[config.mk]
export PLATFORM = sky130hd
export DESIGN_NAME = usec_timebase
export DESIGN_NICKNAME = d
export VERILOG_FILES = /design/src/rtl/usec_timebase_pkg.sv /design/src/rtl/usec_cfg_regs.sv /design/src/rtl/usec_frac_tick.sv /design/src/rtl/usec_counter.sv /design/src/rtl/usec_readback.sv /design/src/rtl/usec_timebase.sv
export SDC_FILE = /design/constraint.sdc
export NUM_CORES = 1
export LEC_CHECK = 0
export ABC_AREA = 1
export BUFFER_PORTS_ARGS = -buffer_cell sky130_fd_sc_hd__buf_2
export CORE_MARGIN = 2
export CORE_UTILIZATION = 40
export DETAILED_ROUTE_END_ITERATION = 10
export PLACE_DENSITY = 0.63
export SYNTH_ARGS = -nofsm -noshare
export SYNTH_HDL_FRONTEND = slang
export SYNTH_HIERARCHICAL = 1
export SYNTH_SLANG_ARGS = --single-unit
[constraint.sdc]
create_clock -name clk -period 6.5 [get_ports clk]
set_input_delay 0.975 -clock clk [delete_from_list [all_inputs] [get_ports clk]]
set_output_delay 0.975 -clock clk [all_outputs]
set_load 0.02 [all_outputs]
[src/rtl/usec_timebase_pkg.sv]
package usec_timebase_pkg;
  localparam int CNT_OFFSET = 32'h10;
  localparam int CFG_OFFSET = 32'h14;
  localparam int FIELD_W    = 8;
  localparam int CFG_W      = 2 * FIELD_W;
  localparam logic [CFG_W-1:0] CFG_RESET = 16'h000B;
endpackage

[src/rtl/usec_cfg_regs.sv]
module usec_cfg_regs
  import usec_timebase_pkg::*;
#(
  parameter int ADDR_W = 8
) (
  input  logic              clk,
  input  logic              rst,
  input  logic              wr_en,
  input  logic [ADDR_W-1:0] addr,
  input  logic [CFG_W-1:0]  wdata,
  output logic [CFG_W-1:0]  cfg,
  output logic              cfg_load
);
  always_comb cfg_load = wr_en && (addr == ADDR_W'(CFG_OFFSET));

  always_ff @(posedge clk) begin
    if (rst)           cfg <= CFG_RESET;
    else if (cfg_load) cfg <= wdata;
  end

  assert_cfg_write_R3: assert property (@(posedge clk) disable iff (rst)
    cfg_load |=> cfg == $past(wdata));
  assert_cfg_hold_R7: assert property (@(posedge clk) disable iff (rst)
    !cfg_load |=> $stable(cfg));
endmodule

[src/rtl/usec_frac_tick.sv]
module usec_frac_tick #(
  parameter int FIELD_W = 8
) (
  input  logic               clk,
  input  logic               rst,
  input  logic               clear,
  input  logic [FIELD_W-1:0] num_m1,
  input  logic [FIELD_W-1:0] den_m1,
  output logic               tick
);
  localparam int ACC_W = FIELD_W + 2;

  logic [ACC_W-1:0] acc, step, limit, sum;
  logic             over, reach;

  always_comb begin
    step  = ACC_W'(num_m1) + ACC_W'(1);
    limit = ACC_W'(den_m1) + ACC_W'(1);
    sum   = acc + step;
    over  = step > limit;
    reach = sum >= limit;
  end

  always_ff @(posedge clk) begin
    if (rst || clear) begin
      acc  <= '0;
      tick <= 1'b0;
    end else if (over) begin
      acc  <= '0;
      tick <= 1'b1;
    end else if (reach) begin
      acc  <= sum - limit;
      tick <= 1'b1;
    end else begin
      acc  <= sum;
      tick <= 1'b0;
    end
  end

  assert_acc_below_den_R4: assert property (@(posedge clk) disable iff (rst)
    acc < limit);
  assert_clear_no_tick_R6: assert property (@(posedge clk) disable iff (rst)
    clear |=> !tick);
endmodule

[src/rtl/usec_counter.sv]
module usec_counter #(
  parameter int CNT_W = 32
) (
  input  logic             clk,
  input  logic             rst,
  input  logic             tick,
  output logic [CNT_W-1:0] count
);
  always_ff @(posedge clk) begin
    if (rst)       count <= '0;
    else if (tick) count <= count + CNT_W'(1);
  end

  assert_count_step_R5: assert property (@(posedge clk) disable iff (rst)
    tick |=> count == $past(count) + CNT_W'(1));
  assert_count_hold_R6: assert property (@(posedge clk) disable iff (rst)
    !tick |=> $stable(count));
endmodule

[src/rtl/usec_readback.sv]
module usec_readback
  import usec_timebase_pkg::*;
#(
  parameter int ADDR_W = 8,
  parameter int DATA_W = 32,
  parameter int CNT_W  = 32
) (
  input  logic              clk,
  input  logic              rst,
  input  logic              rd_en,
  input  logic [ADDR_W-1:0] addr,
  input  logic [CNT_W-1:0]  count,
  input  logic [CFG_W-1:0]  cfg,
  output logic [DATA_W-1:0] rdata
);
  logic [DATA_W-1:0] cnt_ext, cfg_ext, sel;
  logic              hit_cnt, hit_cfg;

  always_comb begin
    cnt_ext = '0;
    cnt_ext[CNT_W-1:0] = count;
    cfg_ext = '0;
    cfg_ext[CFG_W-1:0] = cfg;
    hit_cnt = addr == ADDR_W'(CNT_OFFSET);
    hit_cfg = addr == ADDR_W'(CFG_OFFSET);
    if (hit_cnt)      sel = cnt_ext;
    else if (hit_cfg) sel = cfg_ext;
    else              sel = '0;
  end

  always_ff @(posedge clk) begin
    if (rst)        rdata <= '0;
    else if (rd_en) rdata <= sel;
  end

  assert_read_count_R2: assert property (@(posedge clk) disable iff (rst)
    (rd_en && hit_cnt) |=> rdata[CNT_W-1:0] == $past(count));
  assert_read_hold_R2: assert property (@(posedge clk) disable iff (rst)
    !rd_en |=> $stable(rdata));
  assert_read_unmapped_R7: assert property (@(posedge clk) disable iff (rst)
    (rd_en && !hit_cnt && !hit_cfg) |=> rdata == '0);
endmodule

[src/rtl/usec_timebase.sv]
module usec_timebase
  import usec_timebase_pkg::*;
#(
  parameter int ADDR_W = 8,
  parameter int DATA_W = 32,
  parameter int CNT_W  = 32
) (
  input  logic              clk,
  input  logic              rst,
  input  logic              wr_en,
  input  logic              rd_en,
  input  logic [ADDR_W-1:0] addr,
  input  logic [CFG_W-1:0]  wdata,
  output logic [DATA_W-1:0] rdata,
  output logic              usec_tick
);
  logic [CFG_W-1:0] cfg;
  logic             cfg_load;
  logic [CNT_W-1:0] count;

  usec_cfg_regs #(.ADDR_W(ADDR_W)) i_regs (
    .clk(clk), .rst(rst), .wr_en(wr_en), .addr(addr), .wdata(wdata),
    .cfg(cfg), .cfg_load(cfg_load)
  );

  usec_frac_tick #(.FIELD_W(FIELD_W)) i_tick (
    .clk(clk), .rst(rst), .clear(cfg_load),
    .num_m1(cfg[CFG_W-1:FIELD_W]), .den_m1(cfg[FIELD_W-1:0]),
    .tick(usec_tick)
  );

  usec_counter #(.CNT_W(CNT_W)) i_cnt (
    .clk(clk), .rst(rst), .tick(usec_tick), .count(count)
  );

  usec_readback #(.ADDR_W(ADDR_W), .DATA_W(DATA_W), .CNT_W(CNT_W)) i_rd (
    .clk(clk), .rst(rst), .rd_en(rd_en), .addr(addr), .count(count),
    .cfg(cfg), .rdata(rdata)
  );
endmodule

# Yosys cells after proc, flatten, opt, wreduce, memory -nomap -nowiden
# Index checks and enable logic that the tools add are counted.
# word_totals
ff_bits,91
in_bits,28
wordCells,22
# op_classes
add_sub_neg,5
n_lt_le_gt_ge,2
eq_ne,2
muxes,5
reduce_logical,3
# op_table
operator,count
"adder 32 x 1 -> 32 bit, second input constant",1
2-to-1 mux 32 bit,1
"adder 8 x 1 -> 9 bit, second input constant",2
"equality test 8 x 5 -> 1 bit, second input constant",2
2-to-1 mux 16 bit,1
adder 10 bit,1
greater-or-equal comparator 10 bit,1
greater-than comparator 10 bit,1
2-to-1 mux 10 bit,1
subtractor 10 bit,1
2-to-1 mux 1 bit,2
OR reduction 2 bit,1
logical AND 1 bit,1
logical OR 1 bit,1

# Longest topological paths before layout
# Gate-level depths: netlist (run 1).
# logic_depth
word_depth,5
ltp_mapped,23

# Hierarchy
# Netlist (run 1), hierarchy kept.
# by_module_without_submodules
mod,instances,cells_per_inst,area_each_um2,seq_area_each_um2
usec_frac_tick,1,323,2037.0,220.2
usec_counter,1,263,1793.0,640.6
usec_readback,1,226,1650.3,640.6
usec_cfg_regs,1,113,799.5,320.3

# Worst setup path before layout (run 1)
# OpenSTA, ideal clock, no wires.
# synth_timing
kind,register -> register
from,reg i_regs.cfg[8]
to,reg i_tick.acc[7]
setup_ps,114
arrival_ps,3240
path_slack_ps,3146
path_stages_with_launch,23
path_buffers,1
synth_period_minus_slack_ps,3354
cell_sequence,dfxtp_1 ha_1 nand3_1 nor3b_1 xnor2_1 inv_1 ha_1 nand2_1 nand2_1 nor2_1 nand2_1 nand2_1 nand2_1 ha_1 a21oi_1 inv_1 a21oi_1 nand2_1 a21oi_4 nand2_2 buf_6 nor2_1 nor2_2
# synth_between
elab_chain_len,4
# synth_lines
item,line_no,text
start: declaration,usec_cfg_regs.sv:11,"output logic [CFG_W-1:0] cfg,"
start signal: assignment,usec_cfg_regs.sv:18,else if (cfg_load) cfg <= wdata;
adder 8 x 1 -> 9 bit *,usec_frac_tick.sv:17,step = ACC_W'(num_m1) + ACC_W'(1);
adder 10 bit,usec_frac_tick.sv:19,sum = acc + step;
subtractor 10 bit / greater-or-equal comparator 10 bit (equally long branches),"usec_frac_tick.sv:32, usec_frac_tick.sv:21",
2-to-1 mux 10 bit,usec_frac_tick.sv:31,end else if (reach) begin
end signal: assignment,usec_frac_tick.sv:32,acc <= sum - limit;
end signal: assignment,usec_frac_tick.sv:35,acc <= sum;
end: declaration,usec_frac_tick.sv:13,"logic [ACC_W-1:0] acc, step, limit, sum;"
# Mark *: on every way between the ends. The rest lies on a longest branch, timed or not.
# A chain may end at the register's enable or synchronous reset.

# Worst setup path in the final report (run 1)
# layout_timing
from,reg i_regs.cfg[8]
to,reg i_tick.tick
# layout_between
elab_chain_len,5
# layout_lines
item,line_no,text
adder 8 x 1 -> 9 bit *,usec_frac_tick.sv:17,
adder 10 bit,usec_frac_tick.sv:19,
greater-or-equal comparator 10 bit,usec_frac_tick.sv:21,reach = sum >= limit;
2-to-1 mux 1 bit,usec_frac_tick.sv:31,
2-to-1 mux 1 bit *,usec_frac_tick.sv:28,end else if (over) begin
end signal: assignment,usec_frac_tick.sv:27,tick <= 1'b0;
end signal: assignment,usec_frac_tick.sv:30,tick <= 1'b1;
end signal: assignment,usec_frac_tick.sv:33,tick <= 1'b1;
end: declaration,usec_frac_tick.sv:9,output logic tick
# Marks and branches as above.

==> flow_metrics.env, run 1 <==
export IMPL_start_util=0.412
export IMPL_synth_area_top_cells="dfxtp_1, nand2_1, nor2_1, nand3_1, inv_1"
export IMPL_die_h_um=129
export IMPL_crit_path_end_kind="flop"
export IMPL_grt_usage=0.202
export IMPL_synth_edf_count=0
export IMPL_synth_area_leader_cell="dfxtp_1"
export IMPL_drtAntennaViolNets=0
export IMPL_rsz0062_at_grt="false"
export IMPL_antenna_diode_count=0
export IMPL_drcViolationCount=0
export IMPL_synth_compound_area_frac=0.0849
export IMPL_cts_tree="yes"
export IMPL_fin_crit_ns=3.83
export IMPL_dr_pass1_iters=6
export IMPL_grt_pass1_wl_um=26600
export IMPL_num_io_pins=61
export IMPL_clockBufferDepth=2
export IMPL_h_tree_depth=3
export IMPL_grt_antenna_before_repair=0
export IMPL_numCtsBuffers=9
export IMPL_cts_sinks=91
export IMPL_setup_slack_ns=2.67
export IMPL_worst_path_max_fanout=12
export IMPL_leakagePower_nw=3.51
export IMPL_ys_seq_area_frac=0.290
export IMPL_cpPeakStageDelay_ns=0.44
export IMPL_cap_violations=0
export IMPL_critPathSlowestCell="dfxtp_1"
export IMPL_synth_xor_area_frac=0.0279
export IMPL_cts_root_buf="clkbuf_16"
export IMPL_crit_required_ns=6.76
export IMPL_wl_met2_um=7220
export IMPL_vias=5817
export IMPL_grt_pass1_vias=5482
export IMPL_tns_ns=0
export IMPL_synth_top_family_by_area="simple AND/OR/NAND/NOR gates"
export IMPL_clkTransAtPathRegs_ns=0.06
export IMPL_tightest_slew_ns=0.795
export IMPL_area_growth_pct=11.7
export IMPL_relSlewSlack=0.468
export IMPL_status="completed"
export IMPL_wirelength_met1_um=7670
export IMPL_wl_per_cell_um=13.4
export IMPL_cts_resized=0
export IMPL_gp_congestion=0.845
export IMPL_grt_ovfl_total=0
export IMPL_cp_cell_sequence="ha_1 -> nand3_1 -> nor3b_1 -> xnor2_1 -> inv_1 -> ha_1 -> nand2_1 -> nand2_1 -> nor2_1 -> nand2_1 -> nand2_1 -> nand2_1 -> ha_1 -> a21oi_1 -> inv_1 -> a21oi_1 -> nand2_1 -> a21oi_4 -> nand2_2 -> inv_2 -> nand2_1 -> nand2_1 -> inv_1"
export IMPL_worstPathArrival_ns=4.08
export IMPL_yosys_area_share_adder=0.0681
export IMPL_critical_path_class="flop to flop"
export IMPL_hold_class="flop to flop"
export IMPL_fill_cells=1601
export IMPL_synthDistinctLibCells=44
export IMPL_syn_nets=986
export IMPL_cts_setup_buffers=0
export IMPL_fmax_mhz=261
export IMPL_grt_start_max_net_pins=65
export IMPL_whs_ns=0.496
export IMPL_ir_drop_mv=0.211
export IMPL_row_count=45
export IMPL_die_w_um=129
export IMPL_syn_inst=925
export IMPL_hpwl_um=12100
export IMPL_post_drt_via_cell_ratio=4.90
export IMPL_layout_commonest_cell="nand2_1"
export IMPL_layout_drive_gt1_share=0.194
export IMPL_ys_ff_latch=91
export IMPL_final_cell_mix="nand2_1, nor2_1, inv_1, nand3_1, dfxtp_1"
export IMPL_drv_slew=0
export IMPL_crit_family="simple AND/OR/NAND/NOR gates"
export IMPL_synth_ff_type="dfxtp_1"
export IMPL_syn_cell_area_mm2=0.00628
export IMPL_drt_wl_total_um=15900
export IMPL_skew_ns=0.0154
export IMPL_synthMuxAreaShare=0
export IMPL_dr_wl_met3_um=676
export IMPL_path_common_cell="nand2_1"
export IMPL_synth_simple_gate_area_frac=0.425
export IMPL_clock_latency_ns=0.36
export IMPL_dieArea_mm2=0.0167
export IMPL_num_nets_final=1033
export IMPL_portBuffers=60
export IMPL_hold_viol=0
export IMPL_first_iter_violations=369
export IMPL_coreArea_mm2=0.0153
export IMPL_pre_cts_slack_ns=2.68
export IMPL_yosysTopAreaCellShare=0.290
export IMPL_cp_start_kind="flop"
export IMPL_syn_area_per_cell_um2=6.79
export IMPL_setup_viol=0
export IMPL_synthArstFlopShare=0
export IMPL_yosysWarnings=6
export IMPL_period_share=0.589
export IMPL_cp_num_buf_inv=4
export IMPL_ctsHoldBuffers=0
export IMPL_p_per_area_mw_per_mm2=261
export IMPL_routed_top_layer="met4"
per-layer routing:
| metal | vias to the layer above | track usage |
|---|---|---|
| met1 | 2633 | 0.269 |
| met5 | - | 0 |
| li1 | 3049 | - |
| met2 | 111 | 0.328 |
| met4 | 0 | 0.0716 |
| met3 | 24 | 0.0351 |
per-stage QoR:
| step | instances | instance area, µm² | util | power, W |
|---|---|---|---|---|
| 2_1_floorplan | 925 | 6280 | - | 0.00117 |
| 3_5_place_dp | 1172 | 6700 | 0.439 | 0.00128 |
| 3_3_place_gp | 1172 | 6700 | 0.439 | 0.00128 |
| 4_1_cts | 1188 | 7010 | 0.460 | 0.00183 |
| 5_1_grt | 1188 | 7010 | 0.460 | 0.00196 |
| 6_report | 1188 | 7010 | 0.460 | 0.00183 |
tightest hold or removal path, stage by stage (launching register included):
cell,delay (ns)
dfxtp_1,0.31
nand2_1,0.08
a21oi_1,0.06
state kept, by name, indices dropped and copies added, names as in the netlist:
name         count
i_regs/cfg      16
i_cnt/count     32
i_rd/rdata      32
i_tick/acc      10
i_tick/tick      1
worst paths after layout:
check,from,to,slack [ns],cells after the start
worst max-delay path,i_regs/cfg[8],i_tick/tick,2.67,23
worst min-delay path,i_cnt/count[31],i_rd/rdata[31],0.50,2
worst max register to register,i_regs/cfg[8],i_tick/tick,2.67,23
worst min register to register,i_cnt/count[31],i_rd/rdata[31],0.50,2
cell families after synthesis:
kind of cell / Yosys count
simple gates: 534
xor+xnor: 20
fa+ha+maj: 33
compound gates: 91
flops: 91
buf+inv: 156
area by class of cell:
type	instances	area, µm²	area share
clock buffers	10	239	0.0341
clock inverters	6	72.6	0.0103
inverters	129	487	0.0694
multi-input cells	678	3810	0.543
flip-flops and latches	91	1820	0.260
well taps	211	264	0.0376
repair buffers	63	323	0.0460
report_power, final:
group          leakage (nW)  total (W)  switching [W]  internal [W]
registers             0.742   0.000641      0.0000370      0.000604
logic                  2.62   0.000635       0.000409      0.000226
clock network         0.149   0.000552       0.000240      0.000312
total                  3.51    0.00183       0.000686       0.00114
Yosys cell counts, types with 4 or more instances:
| cell type | count |
|---|---|
| a21oi_1 | 38 |
| a21oi_2 | 12 |
| buf_1 | 4 |
| inv_1 | 118 |
| nor2_2 | 27 |
| nand2_4 | 12 |
| xor2_1 | 13 |
| nor2_1 | 125 |
| clkbuf_1 | 8 |
| nand3_1 | 92 |
| nand3_2 | 12 |
| o21ai_0 | 27 |
| o21ai_1 | 6 |
| buf_2 | 10 |
| ha_1 | 31 |
| nand3b_1 | 4 |
| nand2_2 | 21 |
| xnor2_1 | 7 |
| inv_2 | 7 |
| nor2_4 | 12 |
| nand2_1 | 186 |
| dfxtp_1 | 91 |
| nand4_1 | 31 |
No activity file was read; power rests on OpenSTA's default activity.
==> run 2: changes to the inputs <==
--- a/config.mk
+++ b/config.mk
@@ -10,7 +10,7 @@
 export CORE_MARGIN = 2
 export CORE_UTILIZATION = 40
 export DETAILED_ROUTE_END_ITERATION = 10
-export PLACE_DENSITY = 0.63
+export PLACE_DENSITY = 0.65
 export SYNTH_ARGS = -nofsm -noshare
 export SYNTH_HDL_FRONTEND = slang
 export SYNTH_HIERARCHICAL = 1
==> constraint.sdc (replaced) <==
create_clock -name clk -period 3.5 [get_ports clk]
set_input_delay 0.525 -clock clk [delete_from_list [all_inputs] [get_ports clk]]
set_output_delay 0.525 -clock clk [all_outputs]
set_load 0.02 [all_outputs]
==> run 2 against run 1 <==
Net effect: clock skew fell by 0.0069 ns; utilization rose by 2.0 points; count of clock-buffer cells in the layout did not move; combinational power rose by 120%; power rose by 93%; flip-flop and latch count did not move; routed wire length rose by 1.4%; maximum frequency rose by 14%; cell count rose by 1.9%; critical endpoint is now i_tick/acc[4]; largest cell class unchanged; highest routed layer unchanged.
==> flow_metrics.env, run 2 (same netlist as run 1, synthesis figures left out) <==
export IMPL_grt_pass1_wl_um=26500
export IMPL_tightest_slew_ns=1.20
export IMPL_num_io_pins=61
export IMPL_start_util=0.412
export IMPL_hold_class="primary input to flop"
export IMPL_grt_start_max_net_pins=65
export IMPL_h_tree_depth=3
export IMPL_final_cell_mix="nand2_1, nor2_1, inv_1, nand3_1, dfxtp_1"
export IMPL_grt_usage=0.201
export IMPL_worstSetupStartpoint="i_regs/cfg[8]"
export IMPL_area_growth_pct=16.6
export IMPL_layout_commonest_cell="nand2_1"
export IMPL_fill_cells=1553
export IMPL_crit_path_end_kind="flop"
export IMPL_fin_util=0.480
export IMPL_cp_start_kind="flop"
export IMPL_numCtsBuffers=9
export IMPL_drcViolationCount=0
export IMPL_clkTransAtPathRegs_ns=0.06
export IMPL_sw_frac_of_total=0.370
export IMPL_num_nets_final=1055
export IMPL_fmax_mhz=299
export IMPL_setup_viol=0
export IMPL_cts_tree="yes"
export IMPL_dr_pass1_iters=5
export IMPL_fin_crit_ns=3.34
export IMPL_antenna_diode_count=0
export IMPL_grt_pass1_vias=5447
export IMPL_period_share=0.955
export IMPL_timing_rr_start="i_regs/cfg[8]"
export IMPL_wl_per_cell_um=13.4
export IMPL_clock_latency_ns=0.35
export IMPL_first_iter_violations=384
export IMPL_coreArea_mm2=0.0153
export IMPL_ir_drop_mv=0.408
export IMPL_die_w_um=129
export IMPL_hold_viol=0
export IMPL_relSlewSlack=0.202
export IMPL_ctsHoldBuffers=0
export IMPL_drv_slew=0
export IMPL_clockBufferDepth=2
export IMPL_leakagePower_nw=3.63
export IMPL_cap_violations=0
export IMPL_die_h_um=129
export IMPL_clockPowerShare=0.273
export IMPL_skew_ns=0.00856
export IMPL_gp_congestion=0.903
export IMPL_portBuffers=60
export IMPL_grt_antenna_before_repair=0
export IMPL_dpl_cell_count=1187
export IMPL_cts_root_buf="clkbuf_16"
export IMPL_hp_start="wdata[0]"
export IMPL_worst_path_max_fanout=6
export IMPL_top_regs="i_cnt/count (32), i_rd/rdata (32), i_regs/cfg (16)"
export IMPL_critical_path_class="flop to flop"
export IMPL_vias=5869
export IMPL_dieArea_mm2=0.0167
export IMPL_p_switching_w=0.00131
export IMPL_grt_ovfl_total=0
export IMPL_combPwrFrac=0.386
export IMPL_p_int_w=0.00223
export IMPL_drtAntennaViolNets=0
export IMPL_cts_sinks=91
export IMPL_drt_wl_total_um=16200
export IMPL_layout_drive_gt1_share=0.231
export IMPL_worstPathArrival_ns=3.58
export IMPL_row_count=45
export IMPL_crit_required_ns=3.74
export IMPL_status="completed"
export IMPL_post_drt_via_cell_ratio=4.85
export IMPL_fin_cells=1210
export IMPL_pwr_share_seq=0.340
export IMPL_hpwl_um=12200
export IMPL_p_per_area_mw_per_mm2=483
## run 2: path summary, 6_finish.rpt
kind	end	slack (ns)	depth (start not counted)
min reg2reg	i_rd/rdata[31]	0.48	2
max	i_tick/acc[4]	0.16	22
min	i_regs/cfg[0]	0.37	3
max reg2reg	i_tick/acc[4]	0.16	22
## run 2: metal layers
layer	wire, µm	track usage	up-vias
li1	-	-	3090
met1	7810	0.271	2659
met2	7530	0.329	103
met3	532	0.0384	17
met4	288	0.0601	0
met5	0	0	-
## run 2: worst max-delay path, cell delays in order (launching register included)
cell and delay, ns:
dfxtp_2 0.34, ha_2 0.19, nand3_2 0.12, nor3b_4 0.26, xnor2_1 0.14, inv_1 0.10, ha_4 0.29, nand2_2 0.06
nor2_1 0.16, nor2_2 0.07, nand2_1 0.06, nand2_1 0.07, nand2_2 0.11, ha_4 0.22, a21oi_4 0.15, inv_1 0.05
a21oi_1 0.11, nand2_1 0.10, a21oi_4 0.17, nand2_4 0.10, buf_4 0.17, o21ai_1 0.14, nor2_1 0.06
## run 2: through the flow
step	hold slack, ns	setup TNS [ns]	worst slack (ns)	power [W]	area [µm²]
after floorplan	0.437	0	0.146	0.00217	6280
after global placement	0.473	0	0.0741	0.00241	6820
after detailed placement	0.481	-0.0659	-0.0448	0.00243	6820
after CTS	0.363	0	0.0354	0.00340	7120
after global routing	0.378	-0.206	-0.0529	0.00380	7320
final	0.372	0	0.157	0.00354	7320
## run 2: repair_timing
item	4_1_cts	5_1_grt
setup endpoints to repair	5	11
pin swaps	0	9
setup buffers	0	7
resized for setup	1	25
## run 2: power groups by stage
stage | Clock [W] | Combinational (W) | Sequential (W)
CTS | 0.000991 | 0.00122 | 0.00119
finish | 0.000967 | 0.00137 | 0.00120
detailed placement | 0 | 0.00121 | 0.00122
global route | 0.00104 | 0.00154 | 0.00121
floorplan | 0 | 0.000957 | 0.00121
global placement | 0 | 0.00119 | 0.00121
## run 2: cell type report
type                            instances  area, µm²  area share
Clock buffer                           10        229      0.0313
Clock inverter                          6       66.3     0.00906
Inverter                              129        487      0.0665
Multi-Input combinational cell        678       3960       0.541
Sequential cell                        91       1820       0.249
Tap cell                              211        264      0.0360
Timing Repair Buffer                   85        492      0.0671
